[config.mk]
export PLATFORM = sky130hd
export DESIGN_NAME = pxc_dual_timer
export DESIGN_NICKNAME = d
export VERILOG_FILES = /design/src/rtl/pxc_pkg.sv /design/src/rtl/pxc_edge.sv /design/src/rtl/pxc_steer.sv /design/src/rtl/pxc_timer.sv /design/src/rtl/pxc_dual_timer.sv
export SDC_FILE = /design/constraint.sdc
export NUM_CORES = 1
export LEC_CHECK = 0
export ABC_AREA = 1
export ABC_CLOCK_PERIOD_IN_PS = 1700
export BUFFER_PORTS_ARGS = -buffer_cell sky130_fd_sc_hd__buf_2
export CELL_PAD_IN_SITES_DETAIL_PLACEMENT = 1
export CELL_PAD_IN_SITES_GLOBAL_PLACEMENT = 2
export CORE_MARGIN = 2
export CORE_UTILIZATION = 30
export CTS_CLUSTER_SIZE = 8
export DETAILED_ROUTE_END_ITERATION = 6
export PLACE_DENSITY = 0.8
export SYNTH_ARGS = -nofsm -noshare
export SYNTH_HDL_FRONTEND = slang
export SYNTH_SLANG_ARGS = --single-unit
[constraint.sdc]
create_clock -name clk_i -period 1.7 [get_ports clk_i]
set_clock_uncertainty 0.2 [all_clocks]
set_input_delay 0.34 -clock clk_i [delete_from_list [all_inputs] [get_ports clk_i]]
set_output_delay 0.34 -clock clk_i [all_outputs]
set_load 0.03 [all_outputs]
[src/rtl/pxc_pkg.sv]
package pxc_pkg;
  typedef enum logic [1:0] {
    TMR_IDLE  = 2'd0,
    TMR_COUNT = 2'd1,
    TMR_WIN   = 2'd2
  } tmr_state_e;
endpackage

[src/rtl/pxc_edge.sv]
module pxc_edge (
  input  logic clk_i,
  input  logic rst_ni,
  input  logic lvl_i,
  output logic rise_o
);
  logic lvl_q;

  always_ff @(posedge clk_i or negedge rst_ni) begin
    if (!rst_ni) lvl_q <= 1'b0;
    else         lvl_q <= lvl_i;
  end

  assign rise_o = lvl_i & ~lvl_q;

  AST_RISE_SINGLE: assert property (@(posedge clk_i) disable iff (!rst_ni)
    rise_o |=> !rise_o);
endmodule

[src/rtl/pxc_steer.sv]
module pxc_steer #(
  parameter int unsigned N_TMR = 2
) (
  input  logic             clk_i,
  input  logic             rst_ni,
  input  logic             req_i,
  input  logic [N_TMR-1:0] idle_i,
  output logic [N_TMR-1:0] grant_o,
  output logic             full_o
);
  always_comb begin
    logic taken;
    taken   = 1'b0;
    grant_o = '0;
    for (int i = 0; i < N_TMR; i++) begin
      if (req_i && idle_i[i] && !taken) begin
        grant_o[i] = 1'b1;
        taken      = 1'b1;
      end
    end
  end

  assign full_o = req_i & ~(|idle_i);

  AST_GRANT_ONEHOT: assert property (@(posedge clk_i) disable iff (!rst_ni)
    $onehot0(grant_o));
  AST_GRANT_ON_REQ: assert property (@(posedge clk_i) disable iff (!rst_ni)
    (req_i && |idle_i) |-> $countones(grant_o) == 1);
endmodule

[src/rtl/pxc_timer.sv]
module pxc_timer
  import pxc_pkg::*;
#(
  parameter int unsigned CNT_W = 7
) (
  input  logic             clk_i,
  input  logic             rst_ni,
  input  logic             start_i,
  input  logic [CNT_W-1:0] lat_i,
  input  logic             trig_i,
  input  logic             clr_i,
  output logic             idle_o,
  output logic             flag_o
);
  localparam logic [CNT_W-1:0] LAT_MIN = CNT_W'(1);

  tmr_state_e       state_q;
  logic [CNT_W-1:0] cnt_q;
  logic [CNT_W-1:0] lat_eff;
  logic             in_win;
  logic             flag_q;

  assign lat_eff = (lat_i == '0) ? LAT_MIN : lat_i;
  // window spans edge n+L (count reaches 0) and edge n+L+1
  assign in_win  = ((state_q == TMR_COUNT) && (cnt_q == '0)) || (state_q == TMR_WIN);

  always_ff @(posedge clk_i or negedge rst_ni) begin
    if (!rst_ni) begin
      state_q <= TMR_IDLE;
      cnt_q   <= '0;
    end else begin
      unique case (state_q)
        TMR_IDLE: if (start_i) begin
          state_q <= TMR_COUNT;
          cnt_q   <= lat_eff - LAT_MIN;
        end
        TMR_COUNT: begin
          if (cnt_q == '0) state_q <= TMR_WIN;
          else             cnt_q   <= cnt_q - LAT_MIN;
        end
        TMR_WIN:  state_q <= TMR_IDLE;
        default:  state_q <= TMR_IDLE;
      endcase
    end
  end

  always_ff @(posedge clk_i or negedge rst_ni) begin
    if (!rst_ni)                flag_q <= 1'b0;
    else if (clr_i)             flag_q <= 1'b0;
    else if (in_win && trig_i)  flag_q <= 1'b1;
  end

  assign idle_o = (state_q == TMR_IDLE);
  assign flag_o = flag_q;

  AST_START_WHEN_IDLE: assert property (@(posedge clk_i) disable iff (!rst_ni)
    start_i |-> state_q == TMR_IDLE);
  AST_WIN_TO_IDLE: assert property (@(posedge clk_i) disable iff (!rst_ni)
    state_q == TMR_WIN |=> state_q == TMR_IDLE);
  AST_SET_NEEDS_TRIG: assert property (@(posedge clk_i) disable iff (!rst_ni)
    $rose(flag_q) |-> $past(trig_i) && !$past(clr_i));
  AST_FLAG_HOLD: assert property (@(posedge clk_i) disable iff (!rst_ni)
    flag_q && !clr_i |=> flag_q);
  AST_CLR_WINS: assert property (@(posedge clk_i) disable iff (!rst_ni)
    clr_i |=> !flag_q);
endmodule

[src/rtl/pxc_dual_timer.sv]
module pxc_dual_timer #(
  parameter int unsigned CNT_W = 7,
  parameter int unsigned N_TMR = 2
) (
  input  logic             clk_i,
  input  logic             rst_ni,
  input  logic             hit_i,
  input  logic             trig_i,
  input  logic [CNT_W-1:0] lat_i,
  input  logic             clr_i,
  output logic [N_TMR-1:0] flag_o,
  output logic             any_hit_o,
  output logic             overflow_o
);
  logic             hit_rise;
  logic             all_busy;
  logic [N_TMR-1:0] idle;
  logic [N_TMR-1:0] grant;
  logic             ovf_q;

  pxc_edge u_edge (
    .clk_i  (clk_i),
    .rst_ni (rst_ni),
    .lvl_i  (hit_i),
    .rise_o (hit_rise)
  );

  pxc_steer #(.N_TMR(N_TMR)) u_steer (
    .clk_i   (clk_i),
    .rst_ni  (rst_ni),
    .req_i   (hit_rise),
    .idle_i  (idle),
    .grant_o (grant),
    .full_o  (all_busy)
  );

  for (genvar g = 0; g < N_TMR; g++) begin : g_tmr
    pxc_timer #(.CNT_W(CNT_W)) u_tmr (
      .clk_i   (clk_i),
      .rst_ni  (rst_ni),
      .start_i (grant[g]),
      .lat_i   (lat_i),
      .trig_i  (trig_i),
      .clr_i   (clr_i),
      .idle_o  (idle[g]),
      .flag_o  (flag_o[g])
    );
  end

  always_ff @(posedge clk_i or negedge rst_ni) begin
    if (!rst_ni)       ovf_q <= 1'b0;
    else if (clr_i)    ovf_q <= 1'b0;
    else if (all_busy) ovf_q <= 1'b1;
  end

  assign overflow_o = ovf_q;
  assign any_hit_o  = |flag_o;

  AST_OVF_STICKY: assert property (@(posedge clk_i) disable iff (!rst_ni)
    overflow_o && !clr_i |=> overflow_o);
  AST_OVF_CLEAR: assert property (@(posedge clk_i) disable iff (!rst_ni)
    clr_i |=> !overflow_o);
  AST_OVF_CAUSE: assert property (@(posedge clk_i) disable iff (!rst_ni)
    $rose(overflow_o) |-> $past(hit_rise) && $past(idle) == '0);
endmodule

# Yosys cells after proc, flatten, opt, wreduce, memory -nomap -nowiden
# Index checks and enable logic that the tools add are counted.
# totals
ff_bits	22
output_inout_bits	4
elab_cells	72
# op_classes
addsub	3
eq_ne	10
muxes	21
n_bitwise	4
n_reduce_logical	26
# ops
cell	n
2-to-1 mux 7 bit	5
case mux 7 bit (2 select lines)	2
zero test 7 bit	3
subtractor 7 x 1 -> 7 bit (second input constant)	3
nonzero test 2 bit	5
2-to-1 mux 1 bit	8
2-to-1 mux 2 bit	4
inequality test 2 bit (second input constant)	4
case mux 2 bit (2 select lines)	2
logical AND 1 bit	7
AND reduction 3 bit	2
== test 2 x 1 -> 1 bit (second input constant)	2
== test 2 bit (second input constant)	2
zero test 2 bit	2
inequality test 2 x 1 -> 1 bit (second input constant)	2
AND reduction 2 bit	2
OR reduction 2 bit	2
AND 1 bit	2
logical OR 1 bit	2
inverter 1 bit	2
zero test 1 bit	1

# Longest topological paths before layout
# logic_depth
depth_word	9
ltp_mapped	11

# Modules after synthesis
# From an unflattened synthesis, not the netlist that was laid out.
# unflattened
hier_cells	244
hier_area_um2	1659.1
# by_module_without_submodules
module	n_inst	cells_per_inst	area_each_um2	seq_area_each_um2
pxc_timer	2	115	779.5	250.2
pxc_dual_timer	1	4	38.8	25.0
pxc_edge	1	3	35.0	25.0
pxc_steer	1	7	26.3	0.0

# Worst setup path before layout
# No wires, ideal clock.
# synth_timing
kind	input to register
from	input lat_i[3]
to	register g_tmr[0].u_tmr.cnt_q[4]
arrival_time_ps	1429
t_required_ps	1435
path_slack_ps	6
stages	11
path_cell_list	nor2_1 nand3_1 nand2_1 inv_1 ha_1 nand2_1 xor2_1 nand2_1 o21ai_0 nand2_1 nand2_1
# synth_between
elab_chain_len	5
# synth_lines
element	line_no	rtl
from (decl)	pxc_dual_timer.sv:9	input logic [CNT_W-1:0] lat_i,
zero test 7 bit	pxc_timer.sv:23	assign lat_eff = (lat_i == '0) ? LAT_MIN : lat_i;
2-to-1 mux 7 bit *	pxc_timer.sv:23	
subtractor 7 x 1 -> 7 bit *	pxc_timer.sv:35	cnt_q <= lat_eff - LAT_MIN;
2-to-1 mux 7 bit *	pxc_timer.sv:33	TMR_IDLE: if (start_i) begin
case mux 7 bit (2 select lines) *	pxc_timer.sv:32	unique case (state_q)
to (signal assigned)	pxc_timer.sv:35	
to (signal assigned)	pxc_timer.sv:39	else cnt_q <= cnt_q - LAT_MIN;
to (decl)	pxc_timer.sv:18	logic [CNT_W-1:0] cnt_q;
# Mark *: on every way between the ends. The rest lies on a longest branch, timed or not. The select of a mux whose other input is x is not followed.
# A chain may end at the register's enable or synchronous reset.

# Final worst setup path
# layout_timing
from	register g_tmr[1].u_tmr.cnt_q[1]
to	register g_tmr[1].u_tmr.cnt_q[2]
# layout_between
elab_chain_len	3
word_cells_on_any_way	6
classes_between	1 x add/sub; 1 x eq/ne; 2 x mux; 2 x reduce/logical
# layout_lines
element	line_no
from (decl)	pxc_timer.sv:18
from (signal assigned)	pxc_timer.sv:35
from (signal assigned)	pxc_timer.sv:39
subtractor 7 x 1 -> 7 bit or zero test 7 bit (tied branches)	pxc_timer.sv:39, pxc_timer.sv:38
2-to-1 mux 7 bit or inequality test 2 bit (tied branches)	-
case mux 7 bit (2 select lines) or AND reduction 3 bit (tied branches)	-
# Several ways; a longest one is shown, not always the timed one. The select of a mux whose other input is x is not followed.

==> flow_metrics.tcl <==
set metrics [dict create \
    status "complete, no violations" \
    final_max_slew_viol_count 0 \
    start_util 0.317 \
    layout-drive-gt1-share 0.276 \
    final_cells 313 \
    clock.fmax_ghz 0.623 \
    tightest_slew_ps 526 \
    clkSinkCount 22 \
    rows 25 \
    path_class "reg -> reg" \
    syn2layout_area_growth_pct 22.8 \
    critPathArrivalTime_ps 1570 \
    setup_viol 0 \
    cp_data_required_time_ps 1660 \
    synth.avg_cell_area_um2 7.18 \
    rr_worst_depth 8 \
    coreArea_mm2 0.00482 \
    die_area_mm2 0.00568 \
    cellLeakagePower_uw 0.00103 \
    vias 1402 \
    synth-seq-cells 22 \
    worstReg2RegStart "g_tmr[1].u_tmr.cnt_q[1]$_DFFE_PN0P_" \
    hold_end "overflow_o$_DFFE_PN0P_" \
    route.detailed.wl_per_inst_um 11.9 \
    start_kind "register" \
    hp-class "in -> reg" \
    grt_pass1_vias 1419 \
    ys_seq_area_frac 0.360 \
    vias_per_cell 4.48 \
    die_h_um 75.4 \
    ant_nets 0 \
    powerDensity_mw_per_mm2 544 \
    ys_types 28 \
    drt-total-wl_um 3730 \
    holdPathStages 2 \
    grt_pass1_wl_um 6430 \
    synthesis.area_mm2 0.00153 \
    dp.cells 306 \
    io_pins 16 \
    io_buffer_count 15 \
    fp.dieW_um 75.4 \
    fin_crit_sh 0.944 \
    cts-root-buf "clkbuf_8" \
    rrSetupSlack_ps 90 \
    diodes 0 \
    grt_max_degree 23 \
    fill_cells 636 \
    antenna_found_initial 0 \
    cts_buffers 3 \
    finish.utilization 0.390 \
    overflow 0 \
    drt_iter0_drc 20 \
    nNetsFinal 264 \
    maxCapViolations 0 \
    clk_latency_ps 270 \
    grt_use_total 0.148 \
    cts_htree_levels 1 \
    r2r_end "g_tmr[1].u_tmr.cnt_q[2]$_DFFE_PN0P_" \
    drtPass1Iterations 4 \
    slew_headroom 0.649 \
    cts_max_path_buffers 2 \
    cp_max_fo 3 \
    whs_ps 47.3 \
    hp-start "clr_i" \
    syn-instance-count 213 \
    peakVddDrop_mv 0.229 \
    setup.worst_path.end_class "register" \
    dpl.hpwl_um 2940 \
    yosys_warnings 0 \
    route.detailed.drc 0 \
    path_clk_slew_ps 90 \
    synth.net_count 230 \
    cts_tree "yes" \
    finalCriticalPeriod_ps 1610 \
    fin_setup_tns_ps 0 \
    gp_congestion 0.797 \
    hold_viol_final 0 \
]
## power breakdown
part,switching (uW),internal [uW]
Combinational,53.8,42.3
Sequential,1.16,526
Clock,191,207
## flip-flops by register name (all words and copies together) (netlist names)
name	count
g_tmr.u_tmr.cnt_q	14
overflow_o	1
g_tmr.u_tmr.state_q	4
g_tmr.u_tmr.flag_o	2
u_edge.lvl_q	1
## logic make-up (layout without fill, tap and decap cells)
kind of cell	Yosys count	after routing	synth area share
AO/OA/AOI/OAI	26	26	0.116
buffers and inverters	40	73	0.115
XOR/XNOR	6	6	0.0344
flip-flops	22	22	0.360
AND/OR/NAND/NOR	114	114	0.333
adder cells (fa/ha/maj)	5	5	0.0409
## cell usage in the layout, fill, tap and decap left out
cell	instances
buf_4	16
nand4_1	3
o211ai_2	2
nand3b_1	1
buf_2	15
xnor2_1	1
o211ai_1	3
nand2_2	3
nand2_4	1
a21oi_1	4
nor2_1	13
o21ai_0	2
nand3_2	2
a21boi_1	1
o21ai_1	8
xnor2_2	1
clkbuf_8	4
nand3_1	13
nand2_8	1
nor2_2	5
ha_1	5
o21ai_2	5
inv_2	8
xor2_1	4
inv_4	1
inv_1	27
dfrtp_1	22
a21oi_2	1
nor3_1	1
nor2_4	3
dlygate4sd3_1	2
nand2_1	68
## repair_timing
| item | in CTS | in global routing |
|---|---|---|
| hold buffers | 2 | 0 |
| resized for setup | 0 | 11 |
| setup buffers | 0 | 1 |
| endpoints found under the hold margin | 23 | 0 |
| endpoints found under the setup margin | 0 | 13 |
## worst max-delay path by stage
stage                                             start                                   to  slack, ps
floorplan                                      lat_i[3]  g_tmr[0].u_tmr.cnt_q[4]$_DFFE_PN0P_          6
CTS                 g_tmr[0].u_tmr.cnt_q[0]$_DFFE_PN0P_  g_tmr[0].u_tmr.cnt_q[2]$_DFFE_PN0P_         40
global route                                   lat_i[6]  g_tmr[1].u_tmr.cnt_q[4]$_DFFE_PN0P_         -2
global placement                               lat_i[3]  g_tmr[0].u_tmr.cnt_q[2]$_DFFE_PN0P_       -190
detailed placement                             lat_i[5]  g_tmr[0].u_tmr.cnt_q[2]$_DFFE_PN0P_       -240
finish              g_tmr[1].u_tmr.cnt_q[1]$_DFFE_PN0P_  g_tmr[1].u_tmr.cnt_q[2]$_DFFE_PN0P_         90
## layout make-up
| cell class | instances | area (um2) | area share |
|---|---|---|---|
| Multi-Input combinational cell | 151 | 836 | 0.445 |
| Clock buffer | 4 | 55.1 | 0.0293 |
| Timing Repair Buffer | 33 | 215 | 0.115 |
| Tap cell | 67 | 83.8 | 0.0446 |
| Sequential cell | 22 | 551 | 0.293 |
| Inverter | 36 | 138 | 0.0733 |
## cells in the mapped netlist
library cell | count | area, um2
o211ai_1 | 3 | 22.5
nand4_1 | 3 | 18.8
nor2_1 | 16 | 60.1
nand2_2 | 3 | 18.8
nand2_1 | 68 | 255
buf_6 | 1 | 11.3
nand3_1 | 14 | 70.1
xor2_1 | 4 | 35.0
nor2_4 | 2 | 22.5
a21boi_0 | 1 | 7.51
o21ai_0 | 2 | 10.0
buf_4 | 2 | 15.0
ha_1 | 5 | 62.6
nor3_1 | 1 | 5.00
inv_1 | 29 | 109
a21oi_2 | 1 | 8.76
inv_2 | 7 | 26.3
o21ai_2 | 5 | 43.8
xnor2_1 | 2 | 17.5
nor2_2 | 3 | 18.8
buf_8 | 1 | 15.0
nand2_4 | 2 | 22.5
nand3_2 | 1 | 10.0
o211ai_2 | 2 | 25.0
o21ai_1 | 8 | 40.0
nand3b_1 | 1 | 7.51
dfrtp_1 | 22 | 551
a21oi_1 | 4 | 20.0
## critical path, stage by stage (launching register included)
cell      delay [ps]
dfrtp_1          380
inv_1             70
buf_4            140
ha_1             190
buf_4            150
xnor2_1          130
nand2_1           90
o211ai_2          80
o21ai_2           70
## through the flow
step | cell area (um2) | worst slack, ps | power [uW]
floorplan | 1530 | 5.96 | 569
global placement | 1760 | -190 | 627
detailed placement | 1760 | -242 | 628
CTS | 1830 | 36.1 | 1030
global route | 1880 | -2.47 | 1060
finish | 1880 | 94.8 | 1020
## metal layers
| metal | track usage | vias to the layer above | wire [um] |
|---|---|---|---|
| met4 | 0.0448 | 0 | 45 |
| met2 | 0.256 | 18 | 1790 |
| met3 | 0.0198 | 4 | 77 |
| li1 | - | 731 | - |
| met1 | 0.191 | 649 | 1820 |
| met5 | 0 | - | 0 |
No activity file was read; power rests on OpenSTA's default activity.
